**config.mk**
```make
export PLATFORM = sky130hd
export DESIGN_NAME = shift_add_mult
export DESIGN_NICKNAME = d
export VERILOG_FILES = /design/src/rtl/mult_pkg.sv /design/src/rtl/mult_ctrl.sv /design/src/rtl/mult_datapath.sv /design/src/rtl/shift_add_mult.sv
export SDC_FILE = /design/constraint.sdc
export NUM_CORES = 1
export LEC_CHECK = 0
export ABC_AREA = 1
export BUFFER_PORTS_ARGS = -buffer_cell sky130_fd_sc_hd__buf_2
export CORE_MARGIN = 5
export CORE_UTILIZATION = 35
export CTS_CLUSTER_DIAMETER = 150
export DETAILED_ROUTE_END_ITERATION = 7
export PLACE_DENSITY_LB_ADDON = 0.2
export SYNTH_ARGS = -nofsm -noshare
export SYNTH_HDL_FRONTEND = slang
export SYNTH_SLANG_ARGS = --single-unit
```
**constraint.sdc**
```tcl
create_clock -name clk_i -period 2.39 [get_ports clk_i]
set_input_delay 0.717 -clock clk_i [delete_from_list [all_inputs] [get_ports clk_i]]
set_output_delay 0.717 -clock clk_i [all_outputs]
set_load 0.03 [all_outputs]
```
**src/rtl/mult_pkg.sv**
```systemverilog
package mult_pkg;
  typedef enum logic [1:0] {
    ST_IDLE = 2'd0,
    ST_RUN  = 2'd1,
    ST_DONE = 2'd2
  } state_e;
endpackage

```
**src/rtl/mult_ctrl.sv**
```systemverilog
module mult_ctrl
  import mult_pkg::*;
#(
  parameter int WIDTH = 32
) (
  input  logic   clk_i,
  input  logic   rst_ni,
  input  logic   start_i,
  output state_e state_o,
  output logic   load_o,
  output logic   step_o,
  output logic   done_o
);
  localparam int CW = $clog2(WIDTH) + 1;
  localparam logic [CW-1:0] LAST = CW'(WIDTH - 1);

  state_e state_q, state_d;
  logic [CW-1:0] cnt_q;

  assign load_o = (state_q == ST_IDLE) && start_i;
  assign step_o = (state_q == ST_RUN);
  assign done_o = (state_q == ST_DONE);
  assign state_o = state_q;

  always_comb begin
    state_d = state_q;
    unique case (state_q)
      ST_IDLE: if (start_i) state_d = ST_RUN;
      ST_RUN:  if (cnt_q == LAST) state_d = ST_DONE;
      ST_DONE: state_d = ST_IDLE;
      default: state_d = ST_IDLE;
    endcase
  end

  always_ff @(posedge clk_i or negedge rst_ni) begin
    if (!rst_ni) begin
      state_q <= ST_IDLE;
      cnt_q   <= '0;
    end else begin
      state_q <= state_d;
      if (load_o)      cnt_q <= '0;
      else if (step_o) cnt_q <= cnt_q + 1'b1;
    end
  end
endmodule

```
**src/rtl/mult_datapath.sv**
```systemverilog
module mult_datapath #(
  parameter int WIDTH = 32
) (
  input  logic               clk_i,
  input  logic               rst_ni,
  input  logic               load_i,
  input  logic               step_i,
  input  logic [WIDTH-1:0]   a_i,
  input  logic [WIDTH-1:0]   b_i,
  output logic [WIDTH-1:0]   mcand_o,
  output logic [2*WIDTH-1:0] product_o
);
  localparam int PW = 2 * WIDTH;

  logic [WIDTH-1:0] mcand_q;
  logic [PW-1:0]    prod_q;
  logic [WIDTH:0]   sum;
  logic [WIDTH-1:0] addend;

  // multiplier bit lives in prod_q[0]
  assign addend = prod_q[0] ? mcand_q : '0;
  assign sum    = {1'b0, prod_q[PW-1:WIDTH]} + {1'b0, addend};

  always_ff @(posedge clk_i or negedge rst_ni) begin
    if (!rst_ni) begin
      mcand_q <= '0;
      prod_q  <= '0;
    end else if (load_i) begin
      mcand_q <= a_i;
      prod_q  <= {{WIDTH{1'b0}}, b_i};
    end else if (step_i) begin
      // carry lands in bit PW-1, consumed bit drops off
      prod_q  <= {sum, prod_q[WIDTH-1:1]};
    end
  end

  assign mcand_o   = mcand_q;
  assign product_o = prod_q;
endmodule

```
**src/rtl/shift_add_mult.sv**
```systemverilog
module shift_add_mult
  import mult_pkg::*;
#(
  parameter int WIDTH = 32
) (
  input  logic               clk_i,
  input  logic               rst_ni,
  input  logic               start_i,
  input  logic [WIDTH-1:0]   a_i,
  input  logic [WIDTH-1:0]   b_i,
  output logic [2*WIDTH-1:0] product_o,
  output logic               done_o
);
  state_e           state_q;
  logic             load_w;
  logic             step_w;
  logic [WIDTH-1:0] mcand_w;

  mult_ctrl #(.WIDTH(WIDTH)) u_ctrl (
    .clk_i   (clk_i),
    .rst_ni  (rst_ni),
    .start_i (start_i),
    .state_o (state_q),
    .load_o  (load_w),
    .step_o  (step_w),
    .done_o  (done_o)
  );

  mult_datapath #(.WIDTH(WIDTH)) u_dp (
    .clk_i     (clk_i),
    .rst_ni    (rst_ni),
    .load_i    (load_w),
    .step_i    (step_w),
    .a_i       (a_i),
    .b_i       (b_i),
    .mcand_o   (mcand_w),
    .product_o (product_o)
  );
endmodule

```
==> tab_implementation.tex, run 1 <==
\begin{tabular}{lr}
\hline
Metric & Value \\
\hline
\multicolumn{2}{l}{\textbf{Power}} \\
Leakage component of the power & 4.87 nW \\
Power density relative to cell area & 1530 mW/mm\^{}2 \\
Worst IR Drop VDD & 0.644 mV \\
Post-layout total power & 0.0126 W \\
\multicolumn{2}{l}{\textbf{Clocking}} \\
Later-pin clock latency in the skew report & 0.36 ns \\
Number of post-CTS setup repair buffers & 0 \\
Clock tree root buffer cell & sky130\_fd\_sc\_hd\_\_clkbuf\_16 \\
TritonCTS clock tree & built \\
Maximum count of clock buffers along a single path & 2 \\
Number of buffers added by the clock tree synthesis step & 9 \\
Clock-pin slew on the worst setup and hold paths & 0.09 ns \\
Clock sink total & 104 \\
Number of levels the H-tree was split into & 3 \\
\multicolumn{2}{l}{\textbf{Worst setup path}} \\
Startpoint kind of the worst setup timing path & flip-flop \\
Levels on crit path & 15 \\
R2r setup slk & 0.16 ns \\
Data required time of the critical path & 2.67 ns \\
Crit path arrival time & 2.51 ns \\
Capture point of the critical path & u\_dp.product\_o[48] \\
Crit-path max FO & 11 \\
Sort of element at the end of the critical path & flip-flop \\
Crit path largest cell delay & 0.45 ns \\
Count of buffer and inverter cells on the critical path & 4 \\
Critical path's most frequent cell & sky130\_fd\_sc\_hd\_\_nand2\_1 \\
Worst path slowest cell & sky130\_fd\_sc\_hd\_\_dfrtp\_2 \\
Number of cells on the worst reg-to-reg path & 15 \\
Setup CP Type & reg2reg \\
Worst R2R End & u\_dp.product\_o[48] \\
Worst path top cell family by delay & simple AND/OR/NAND/NOR gates \\
Critical path, cell by cell & buf\_4 -> nand2\_1 -> inv\_1 -> ha\_1 -> nand2\_4 -> inv\_1 -> nand2\_1 -> nand2\_1 -> inv\_1 -> nand3\_2 -> nand2\_1 -> nand2\_1 -> nand2\_1 -> nand2\_1 -> o21ai\_1 \\
Worst setup path start & u\_dp.product\_o[0] \\
RR Startpoint & u\_dp.product\_o[0] \\
\multicolumn{2}{l}{\textbf{STA}} \\
Number of pins exceeding their max-slew limit in the final report & 0 \\
Post-route clock period utilization & 93.3\% \\
Worst slew margin relative to its limit & 60.6\% \\
Clock Skew & 0.0132 ns \\
Number of hold violations in the final report & 0 \\
Max frequency & 448 MHz \\
Number of endpoints failing setup at the final stage & 0 \\
Sum Neg Setup Slack & 0 ns \\
Final min period & 2.23 ns \\
RSZ-0062 raised after global routing & false \\
Worst-margin pin slew & 0.591 ns \\
\multicolumn{2}{l}{\textbf{Floorplanning}} \\
Floorplan die area & 0.0226 sq mm \\
Core Box Area & 0.0195 sq mm \\
Number of placement rows & 51 \\
Num ports & 132 \\
Vertical die dimension & 150 microns \\
Starting utilization of the core area & 35.4\% \\
Floorplan die width & 150 microns \\
\multicolumn{2}{l}{\textbf{Place}} \\
Port Buffer Count & 131 \\
RePlAce Congestion & 0.881 \\
Detailed placer's ending HPWL & 15,400 microns \\
Dpl cell area & 0.00784 sq mm \\
\multicolumn{2}{l}{\textbf{Final layout}} \\
Final instance area & 0.00820 sq mm \\
Inserted Diodes & 0 \\
Area grow syn2layout & 18.9\% \\
Commonest cells after routing, fill and taps aside & sky130\_fd\_sc\_hd\_\_nand2\_1, sky130\_fd\_sc\_hd\_\_inv\_1, sky130\_fd\_sc\_hd\_\_buf\_2 \\
Net count reported at finish & 1,255 \\
Proportion of layout cells with a drive suffix above 1 & 18.7\% \\
Leading cell type in the layout, fill and taps excluded & sky130\_fd\_sc\_hd\_\_nand2\_1 \\
\multicolumn{2}{l}{\textbf{Outcome}} \\
Outcome & completed \\
\multicolumn{2}{l}{\textbf{GRT}} \\
Number of global-route vias before repair & 6,544 \\
Overall global routing resource usage & 18.2\% \\
Overall overflow remaining after global route & 0 \\
First-pass GRT wire length & 32,500 microns \\
Antenna violations before repair & 2 \\
Largest net degree at the start of global routing & 75 \\
\multicolumn{2}{l}{\textbf{Yosys}} \\
Mapped cell area & 0.00690 sq mm \\
Mapped Nets & 1,127 \\
Mean instance size in the synthesized netlist & 6.72 sq um \\
Unique masters post-synth & 40 \\
Share of the yosys chip area belonging to registers & 37.7\% \\
Yosys warning total & 0 \\
Cells after Synth & 1,026 \\
Number of flip-flops and latches in the synthesized netlist & 104 \\
\multicolumn{2}{l}{\textbf{Routing}} \\
Total Wirelength & 19,800 microns \\
Initial DRT Pass Iterations & 4 \\
Detailed Route Iter0 Violations & 329 \\
Remaining antenna violation count after routing & 0 \\
Detail-routed net length per standard cell & 13.9 microns \\
Average vias per placed instance & 4.53 \\
Total via count after detailed routing & 6,447 \\
Post-detailed-route DRC marker count & 0 \\
\multicolumn{2}{l}{\textbf{Flow run}} \\
Max capacitance violation total & 0 \\
\multicolumn{2}{l}{\textbf{Hold path}} \\
Worst min-delay path class & in2async \\
\hline
\end{tabular}
==> metal layers <==
metal / track usage (%) / vias up / part of all wire [%]
met5: 0 / - / 0.071
met4: 6.13 / 4 / 2.1
met3: 4.43 / 32 / 6.1
met2: 28.7 / 143 / 45
met1: 24.4 / 2867 / 47
li1: - / 3401 / -
==> cells by family after synthesis <==
family | Yosys count | synth area share (%)
fa+ha+maj | 34 | 6.28
xor+xnor | 1 | 0.127
buf+inv | 217 | 12.8
compound gates | 92 | 8.93
flops | 104 | 37.7
simple gates | 578 | 34.2
==> area by class of cell <==
class | instances | area (sq um)
Timing Repair Buffer | 146 | 787
Clock inverter | 6 | 77.6
Inverter | 188 | 706
Tap cell | 265 | 332
Sequential cell | 104 | 2600
Multi-Input combinational cell | 705 | 3470
Fill cell | 2113 | 11300
Clock buffer | 9 | 225
==> sequential cells by signal, summed over array words and instances, names as in the netlist <==
register	cells
u_ctrl.cnt_q	6
u_ctrl.state_o	2
u_dp.mcand_o	32
u_dp.product_o	64
==> metrics by stage <==
step | utilization (%) | setup slack, ns | hold WS, ns | std cells
after global routing | 42.1 | 0.00617 | 0.159 | 1423
after floorplan | - | 0.0402 | 0.421 | 1026
after global placement | 40.3 | 0.0987 | 0.463 | 1408
after CTS | 41.8 | 0.0856 | 0.161 | 1423
final | 42.1 | 0.160 | 0.166 | 1423
after detailed placement | 40.3 | 0.114 | 0.465 | 1408
==> how the worst min path moves through the flow <==
stage                           startpoint                 end  slack (ns)  cells after the start
after global routing                rst_ni  u_dp.product_o[63]        0.16                      1
after CTS                           rst_ni  u_dp.product_o[63]        0.16                      1
after floorplan                     rst_ni     u_ctrl.cnt_q[0]        0.42                      0
after detailed placement  u_dp.mcand_o[29]    u_dp.mcand_o[29]        0.47                      2
final                               rst_ni  u_dp.product_o[63]        0.17                      1
after global placement    u_dp.mcand_o[26]    u_dp.mcand_o[26]        0.46                      2
==> Yosys cell counts (all sizes together) <==
| library cell | count | area [sq um] |
|---|---|---|
| nor2 | 59 | 231 |
| a21oi | 29 | 156 |
| nand3 | 44 | 255 |
| o31ai | 1 | 7.51 |
| o21bai | 3 | 26.3 |
| nor3 | 5 | 35.0 |
| nand4 | 4 | 25.0 |
| xnor2 | 1 | 8.76 |
| o211ai | 2 | 15.0 |
| a22oi | 1 | 7.51 |
| a21o | 1 | 7.51 |
| a32o | 1 | 10.0 |
| nand3b | 2 | 15.0 |
| dfrtp | 104 | 2600 |
| a22o | 1 | 8.76 |
| buf | 17 | 119 |
| fa | 1 | 20.0 |
| ha | 33 | 413 |
| o22ai | 2 | 12.5 |
| or2 | 2 | 15.0 |
| o221ai | 29 | 254 |
| inv | 188 | 706 |
| nand2 | 462 | 1780 |
| clkbuf | 12 | 55.1 |
| o21ai | 22 | 110 |
==> what timing repair did <==
| item | CTS | global route |
|---|---|---|
| resized for setup | 0 | 14 |
| endpoints found under the setup margin | 0 | 10 |
| hold buffers | 0 | 0 |
==> power by group <==
| group | leakage, nW | internal [W] | switching (W) |
|---|---|---|---|
| Combinational | 3.46 | 0.00250 | 0.00518 |
| Clock | 0.146 | 0.000828 | 0.000752 |
| Sequential | 1.27 | 0.00266 | 0.000641 |
(Power assumes the default switching activity.)
==> inputs of run 2 (changes only) <==
- SYNTH_HIERARCHICAL: unset -> 1
==> tab_implementation.tex, run 2 <==
\begin{tabular}{lr}
\hline
Metric & Value \\
\hline
\multicolumn{2}{l}{\textbf{Hold path}} \\
Worst min-delay path class & in2async \\
\multicolumn{2}{l}{\textbf{Yosys}} \\
Yosys top cell area share & 37.7\% (-0.055 points) \\
Cells after Synth & 1,027 (+0.097\%) \\
Cell types with the largest area share after synthesis & sky130\_fd\_sc\_hd\_\_dfrtp\_1, sky130\_fd\_sc\_hd\_\_nand2\_1, sky130\_fd\_sc\_hd\_\_inv\_1 \\
Yosys warning total & 6 (+6) \\
Mapped cell area & 0.00691 sq mm (+0.15\%) \\
Number of enable flip-flop cells after synthesis & 0 (unchanged) \\
Unique masters post-synth & 36 (-10\%) \\
Mapped Nets & 1,128 (+0.089\%) \\
Mean instance size in the synthesized netlist & 6.72 sq um (about the same) \\
Top FF cell, synth & sky130\_fd\_sc\_hd\_\_dfrtp\_1 \\
Cell with the most instances after synthesis & sky130\_fd\_sc\_hd\_\_nand2\_1 \\
Proportion of synthesized flip-flops having asynchronous set or reset & 100\% (unchanged) \\
Number of flip-flops and latches in the synthesized netlist & 104 (unchanged) \\
Library cell with the largest summed area after synthesis & sky130\_fd\_sc\_hd\_\_dfrtp\_1 \\
Most used standard cells in the synthesized netlist & sky130\_fd\_sc\_hd\_\_nand2\_1, sky130\_fd\_sc\_hd\_\_inv\_1, sky130\_fd\_sc\_hd\_\_dfrtp\_1 \\
Share of the yosys chip area belonging to registers & 37.7\% (-0.055 points) \\
\multicolumn{2}{l}{\textbf{STA}} \\
Number of endpoints failing setup at the final stage & 0 (unchanged) \\
Number of hold violations in the final report & 0 (unchanged) \\
Final min period & 2.24 ns (+0.0110 ns) \\
Worst slew margin relative to its limit & 64.7\% (+4.1 points) \\
Worst path setup slack after routing & 0.149 ns (-0.0110 ns) \\
RSZ-0062 raised after global routing & true \\
Number of pins exceeding their max-slew limit in the final report & 0 (unchanged) \\
Clock Skew & 0.00923 ns (-0.00399 ns) \\
Worst-margin pin slew & 0.529 ns (-0.0617 ns) \\
Post-route clock period utilization & 93.8\% (+0.46 points) \\
Final-layout worst hold slack & 0.215 ns (+0.0482 ns) \\
Sum Neg Setup Slack & 0 ns (unchanged) \\
Max frequency & 446 MHz (-0.49\%) \\
\multicolumn{2}{l}{\textbf{Flow run}} \\
Max capacitance violation total & 0 (unchanged) \\
\multicolumn{2}{l}{\textbf{Worst setup path}} \\
R2r setup slk & 0.15 ns (about the same) \\
Data required time of the critical path & 2.64 ns (-0.03 ns) \\
Worst path slowest cell & sky130\_fd\_sc\_hd\_\_dfrtp\_2 \\
Crit-path max FO & 21 (+10) \\
Crit path arrival time & 2.49 ns (-0.02 ns) \\
RR Startpoint & u\_dp/product\_o[0] \\
Number of cells on the worst reg-to-reg path & 13 (-2) \\
Worst R2R End & u\_dp/product\_o[50] \\
Critical path's most frequent cell & sky130\_fd\_sc\_hd\_\_nand2\_1 \\
Setup CP Type & reg2reg \\
Critical path, cell by cell & buf\_4 -> nand2\_1 -> inv\_1 -> ha\_2 -> nand2\_1 -> nor2\_4 -> inv\_1 -> nor2\_2 -> nand4\_1 -> nand3\_1 -> nand2\_1 -> nand3\_1 -> nand2\_1 \\
Levels on crit path & 13 (-2) \\
Sort of element at the end of the critical path & flip-flop \\
Count of buffer and inverter cells on the critical path & 3 (-1) \\
Startpoint kind of the worst setup timing path & flip-flop \\
Worst path top cell family by delay & simple AND/OR/NAND/NOR gates \\
Crit path largest cell delay & 0.41 ns (-0.04 ns) \\
\multicolumn{2}{l}{\textbf{Routing}} \\
Total Wirelength & 19,400 microns (-2.1\%) \\
Average vias per placed instance & 4.58 (+1.0\%) \\
Total via count after detailed routing & 6,549 (+1.6\%) \\
Remaining antenna violation count after routing & 0 (unchanged) \\
Initial DRT Pass Iterations & 5 (+1) \\
Detailed Route Iter0 Violations & 311 (-5.5\%) \\
Post-detailed-route DRC marker count & 0 (unchanged) \\
Detail-routed net length per standard cell & 13.5 microns (-2.6\%) \\
\multicolumn{2}{l}{\textbf{Clocking}} \\
Number of post-CTS setup repair buffers & 0 (unchanged) \\
Number of levels the H-tree was split into & 3 (unchanged) \\
TritonCTS clock tree & built \\
Clock sink total & 104 (unchanged) \\
Maximum count of clock buffers along a single path & 2 (unchanged) \\
Clock-pin slew on the worst setup and hold paths & 0.08 ns (about the same) \\
Later-pin clock latency in the skew report & 0.36 ns (about the same) \\
Number of buffers added by the clock tree synthesis step & 9 (unchanged) \\
Clock tree root buffer cell & sky130\_fd\_sc\_hd\_\_clkbuf\_16 \\
\multicolumn{2}{l}{\textbf{Floorplanning}} \\
Number of placement rows & 51 (unchanged) \\
Floorplan die area & 0.0226 sq mm (+0.13\%) \\
Starting utilization of the core area & 35.5\% (+0.051 points) \\
Floorplan die width & 150 microns (about the same) \\
Num ports & 132 (unchanged) \\
Core Box Area & 0.0195 sq mm (unchanged) \\
Vertical die dimension & 150 microns (about the same) \\
\multicolumn{2}{l}{\textbf{Power}} \\
Leakage component of the power & 4.89 nW (+0.33\%) \\
Worst IR Drop VDD & 0.620 mV (-3.7\%) \\
Power density relative to cell area & 1440 mW/mm\^{}2 (-5.7\%) \\
\multicolumn{2}{l}{\textbf{Final layout}} \\
Non-filler cells in the finished layout & 1,431 (+0.56\%) \\
Net count reported at finish & 1,262 (+0.56\%) \\
Leading cell type in the layout, fill and taps excluded & sky130\_fd\_sc\_hd\_\_nand2\_1 \\
Final instance area & 0.00831 sq mm (+1.4\%) \\
Fill cells & 2,080 (-1.6\%) \\
Area grow syn2layout & 20.3\% \\
Inserted Diodes & 0 (unchanged) \\
Proportion of layout cells with a drive suffix above 1 & 17.8\% (-0.81 points) \\
Number of flip-flops in the largest register & 64 (unchanged) \\
Commonest cells after routing, fill and taps aside & sky130\_fd\_sc\_hd\_\_nand2\_1, sky130\_fd\_sc\_hd\_\_inv\_1, sky130\_fd\_sc\_hd\_\_buf\_2 \\
\multicolumn{2}{l}{\textbf{GRT}} \\
Overall global routing resource usage & 17.8\% (-0.33 points) \\
First-pass GRT wire length & 32,000 microns (-1.6\%) \\
Antenna violations before repair & 2 (unchanged) \\
Overall overflow remaining after global route & 0 (unchanged) \\
Number of global-route vias before repair & 6,472 (-1.1\%) \\
Largest net degree at the start of global routing & 55 (-27\%) \\
\multicolumn{2}{l}{\textbf{Place}} \\
RePlAce Congestion & 0.903 (+2.6\%) \\
Post-Place Worst Slack & 0.101 ns (-0.0128 ns) \\
Port Buffer Count & 131 (unchanged) \\
Inst Count DP & 1,415 (+0.50\%) \\
Dpl cell area & 0.00792 sq mm (+1.1\%) \\
Detailed placer's ending HPWL & 15,400 microns (-0.41\%) \\
\multicolumn{2}{l}{\textbf{Outcome}} \\
Outcome & completed \\
\hline
\end{tabular}
==> run 2: cell families (layout without fill, tap and decap cells) <==
family | count (synthesis) | count (layout) | synth area share (%)
flip-flops | 104 | 104 | 37.7
AO/OA/AOI/OAI | 85 | 85 | 8.30
XOR/XNOR | 11 | 11 | 1.40
AND/OR/NAND/NOR | 575 | 575 | 33.8
adder cells (fa/ha/maj) | 34 | 34 | 6.27
buffers and inverters | 218 | 357 | 12.5
==> run 2: timing repair <==
| action | in CTS | in global routing |
|---|---|---|
| hold endpoints to repair | 0 | 0 |
| endpoints found under the setup margin | 0 | 13 |
| gates resized for setup | 0 | 16 |
| hold buffers | 0 | 0 |
==> run 2: layout make-up <==
class	instances	area, sq um	share of cell area [%]
clock buffer	9	225	2.71
sequential	104	2600	31.3
clock inverter	7	90.1	1.08
timing repair buffer	148	823	9.91
multi-input combinational	705	3510	42.3
inverter	193	724	8.72
tap	265	332	3.99
==> run 2: per-layer routing <==
metal	vias to the layer above	track usage, %	share of wire (%)
li1	3427	-	-
met2	143	27.3	44
met1	2949	24.7	47
met3	26	4.70	6.4
met5	-	0	0.14
met4	4	5.35	1.8
==> run 2: per-stage QoR <==
step	util, %	power [W]
after floorplan	-	0.00834
after global placement	40.7	0.0103
after detailed placement	40.7	0.0104
after CTS	42.3	0.0120
after global routing	42.7	0.0132
final	42.7	0.0120
==> run 2: power by group <==
part	leakage (nW)	switching (W)	total (W)	internal (W)
registers	1.29	0.000591	0.00322	0.00263
logic	3.45	0.00481	0.00719	0.00238
clock network	0.147	0.000751	0.00159	0.000836
total	4.89	0.00615	0.0120	0.00585
==> run 2: how the worst max path moves through the flow <==
stage	start	end
after floorplan	u_dp/product_o[0]	u_dp/product_o[47]
after global placement	u_dp/product_o[0]	u_dp/product_o[50]
after detailed placement	u_dp/product_o[0]	u_dp/product_o[50]
after CTS	u_dp/product_o[0]	u_dp/product_o[50]
after global routing	u_dp/product_o[0]	u_dp/product_o[52]
final	u_dp/product_o[0]	u_dp/product_o[50]
==> inputs of run 3 (changes only) <==
==> constraint.sdc (replaced) <==
create_clock -name clk_i -period 2.39 [get_ports clk_i]
set_input_delay 0.478 -clock clk_i [delete_from_list [all_inputs] [get_ports clk_i]]
set_output_delay 0.478 -clock clk_i [all_outputs]
set_load 0.03 [all_outputs]
==> tab_implementation.tex, run 3 (synthesis gave the netlist of run 2 again) <==
\begin{tabular}{lr}
\hline
Metric & Value \\
\hline
\multicolumn{2}{l}{\textbf{GRT}} \\
Largest net degree at the start of global routing & 45 (-18\%) \\
First-pass GRT wire length & 32,800 microns (+2.5\%) \\
Overall overflow remaining after global route & 0 (unchanged) \\
Antenna violations before repair & 2 (unchanged) \\
Number of global-route vias before repair & 6,687 (+3.3\%) \\
Overall global routing resource usage & 18.1\% (+0.32 points) \\
\multicolumn{2}{l}{\textbf{Routing}} \\
Detailed Route Iter0 Violations & 379 (+22\%) \\
Post-detailed-route DRC marker count & 0 (unchanged) \\
Total Wirelength & 19,500 microns (+0.84\%) \\
Initial DRT Pass Iterations & 5 (unchanged) \\
Average vias per placed instance & 4.62 (+0.97\%) \\
Total via count after detailed routing & 6,594 (+0.69\%) \\
Remaining antenna violation count after routing & 0 (unchanged) \\
Detail-routed net length per standard cell & 13.7 microns (+1.1\%) \\
\multicolumn{2}{l}{\textbf{Power}} \\
Power spent charging and discharging nets & 0.00614 W (-0.14\%) \\
Portion of total power attributed to combinational logic & 60.2\% (+0.3 points) \\
Post-layout total power & 0.0118 W (-1.4\%) \\
Worst IR Drop VDD & 0.564 mV (-9.1\%) \\
Switching part of the total & 51.9\% (+0.64 points) \\
Proportion of power drawn by flip-flops and latches & 27.4\% (+0.5 points) \\
Power density relative to cell area & 1440 mW/mm\^{}2 (-0.49\%) \\
Internal Dissipation & 0.00569 W (-2.7\%) \\
Leakage component of the power & 4.87 nW (-0.33\%) \\
Power share of the clock group & 12.4\% (-0.8 points) \\
\multicolumn{2}{l}{\textbf{STA}} \\
Sum Neg Setup Slack & 0 ns (unchanged) \\
Clock Skew & 0.00772 ns (-0.00150 ns) \\
Final-layout worst hold slack & 0.0899 ns (-0.125 ns) \\
Worst slew margin relative to its limit & 65.8\% (+1.1 points) \\
Number of pins exceeding their max-slew limit in the final report & 0 (unchanged) \\
Number of endpoints failing setup at the final stage & 0 (unchanged) \\
Final min period & 2.28 ns (+0.0390 ns) \\
Worst-margin pin slew & 0.513 ns (-0.0156 ns) \\
Max frequency & 439 MHz (-1.7\%) \\
Post-route clock period utilization & 95.4\% (+1.6 points) \\
Worst path setup slack after routing & 0.110 ns (-0.0390 ns) \\
Number of hold violations in the final report & 0 (unchanged) \\
RSZ-0062 raised after global routing & true \\
\multicolumn{2}{l}{\textbf{Worst setup path}} \\
Setup CP Type & reg2reg \\
Sort of element at the end of the critical path & flip-flop \\
Crit path arrival time & 2.53 ns (+0.04 ns) \\
Startpoint kind of the worst setup timing path & flip-flop \\
Crit-path max FO & 21 (unchanged) \\
Data required time of the critical path & 2.64 ns (about the same) \\
\multicolumn{2}{l}{\textbf{Place}} \\
Detailed placer's ending HPWL & 15,400 microns (+0.32\%) \\
Port Buffer Count & 131 (unchanged) \\
RePlAce Congestion & 0.916 (+1.4\%) \\
Dpl cell area & 0.00789 sq mm (-0.38\%) \\
Post-Place Worst Slack & 0.118 ns (+0.0172 ns) \\
\multicolumn{2}{l}{\textbf{Clocking}} \\
Clock-pin slew on the worst setup and hold paths & 0.08 ns (about the same) \\
Clock tree root buffer cell & sky130\_fd\_sc\_hd\_\_clkbuf\_16 \\
Maximum count of clock buffers along a single path & 2 (unchanged) \\
Quantity of hold-fixing buffers added after cts & 0 (unchanged) \\
Clock sink total & 104 (unchanged) \\
Later-pin clock latency in the skew report & 0.35 ns (about the same) \\
TritonCTS clock tree & built \\
Number of post-CTS setup repair buffers & 0 (unchanged) \\
Resize count post-CTS & 0 (unchanged) \\
Number of levels the H-tree was split into & 3 (unchanged) \\
Number of buffers added by the clock tree synthesis step & 9 (unchanged) \\
\multicolumn{2}{l}{\textbf{Floorplanning}} \\
Core Box Area & 0.0195 sq mm (unchanged) \\
Num ports & 132 (unchanged) \\
Floorplan die width & 150 microns (unchanged) \\
Vertical die dimension & 150 microns (unchanged) \\
Number of placement rows & 51 (unchanged) \\
Floorplan die area & 0.0226 sq mm (unchanged) \\
Starting utilization of the core area & 35.5\% (unchanged) \\
\multicolumn{2}{l}{\textbf{Final layout}} \\
Leading cell type in the layout, fill and taps excluded & sky130\_fd\_sc\_hd\_\_nand2\_1 \\
Area grow syn2layout & 19.3\% \\
Proportion of layout cells with a drive suffix above 1 & 17.3\% (-0.54 points) \\
Net count reported at finish & 1,258 (-0.32\%) \\
Fill cells & 2,059 (-1.0\%) \\
Inserted Diodes & 0 (unchanged) \\
Commonest cells after routing, fill and taps aside & sky130\_fd\_sc\_hd\_\_nand2\_1, sky130\_fd\_sc\_hd\_\_inv\_1, sky130\_fd\_sc\_hd\_\_buf\_2 \\
Final instance area & 0.00824 sq mm (-0.89\%) \\
Number of flip-flops in the largest register & 64 (unchanged) \\
\multicolumn{2}{l}{\textbf{Hold path}} \\
Worst min-delay path class & in2async \\
\multicolumn{2}{l}{\textbf{Flow run}} \\
Max capacitance violation total & 0 (unchanged) \\
\multicolumn{2}{l}{\textbf{Outcome}} \\
Outcome & completed \\
\hline
\end{tabular}
==> run 3: through the flow <==
| stage | utilization, % | cells |
|---|---|---|
| 6_report | 42.3 | 1427 |
| 5_1_grt | 42.3 | 1427 |
| 4_1_cts | 42.0 | 1427 |
| 3_5_place_dp | 40.5 | 1411 |
| 3_3_place_gp | 40.5 | 1411 |
| 2_1_floorplan | - | 1027 |
==> run 3: power groups by stage <==
stage                     combinational, W  sequential [W]  clock [W]
final                              0.00712         0.00324    0.00147
after floorplan                    0.00424         0.00410          0
after detailed placement           0.00709         0.00327          0
after global routing               0.00802         0.00336    0.00159
after CTS                          0.00710         0.00325    0.00153
after global placement             0.00702         0.00328          0
==> run 3: final timing paths <==
path                                   start                 end  slack (ns)  cells after the start
hold / removal                        rst_ni   u_dp/product_o[7]        0.09                      1
hold reg to reg             u_dp/mcand_o[29]    u_dp/mcand_o[29]        0.48                      2
min in group clk_i                    a_i[5]     u_dp/mcand_o[5]        0.32                      3
setup / recovery           u_dp/product_o[0]  u_dp/product_o[50]        0.11                     13
setup reg to reg           u_dp/product_o[0]  u_dp/product_o[50]        0.11                     13
max in group asynchronous             rst_ni     u_ctrl/cnt_q[1]        1.65                      2
==> run 3: metal layers <==
metal	GRT usage (%)	up-vias	share of wire [%]
li1	-	3410	-
met1	24.9	2998	48
met3	4.27	24	5.6
met2	28.8	158	45
met5	0	-	0.11
met4	4.80	4	1.6
==> run 3: layout make-up <==
cell class	instances	area [sq um]	share of cell area, %
clock buffer	9	225	2.73
clock inverter	7	66.3	0.805
inverter	193	724	8.80
multi-input combinational	705	3490	42.4
sequential	104	2600	31.6
tap	265	332	4.03
timing repair buffer	144	793	9.63
==> run 3: worst max-delay path, cell delays in order, from the launching register on <==
cell and delay [ns]:
sky130_fd_sc_hd__dfrtp_2 0.41, sky130_fd_sc_hd__buf_4 0.20, sky130_fd_sc_hd__nand2_1 0.10, sky130_fd_sc_hd__inv_1 0.06
sky130_fd_sc_hd__ha_2 0.36, sky130_fd_sc_hd__nand2_1 0.13, sky130_fd_sc_hd__nor2_4 0.16, sky130_fd_sc_hd__inv_1 0.06
sky130_fd_sc_hd__nor2_2 0.16, sky130_fd_sc_hd__nand4_1 0.19, sky130_fd_sc_hd__nand3_1 0.15, sky130_fd_sc_hd__nand2_1 0.06
sky130_fd_sc_hd__nand3_1 0.07, sky130_fd_sc_hd__nand2_1 0.05
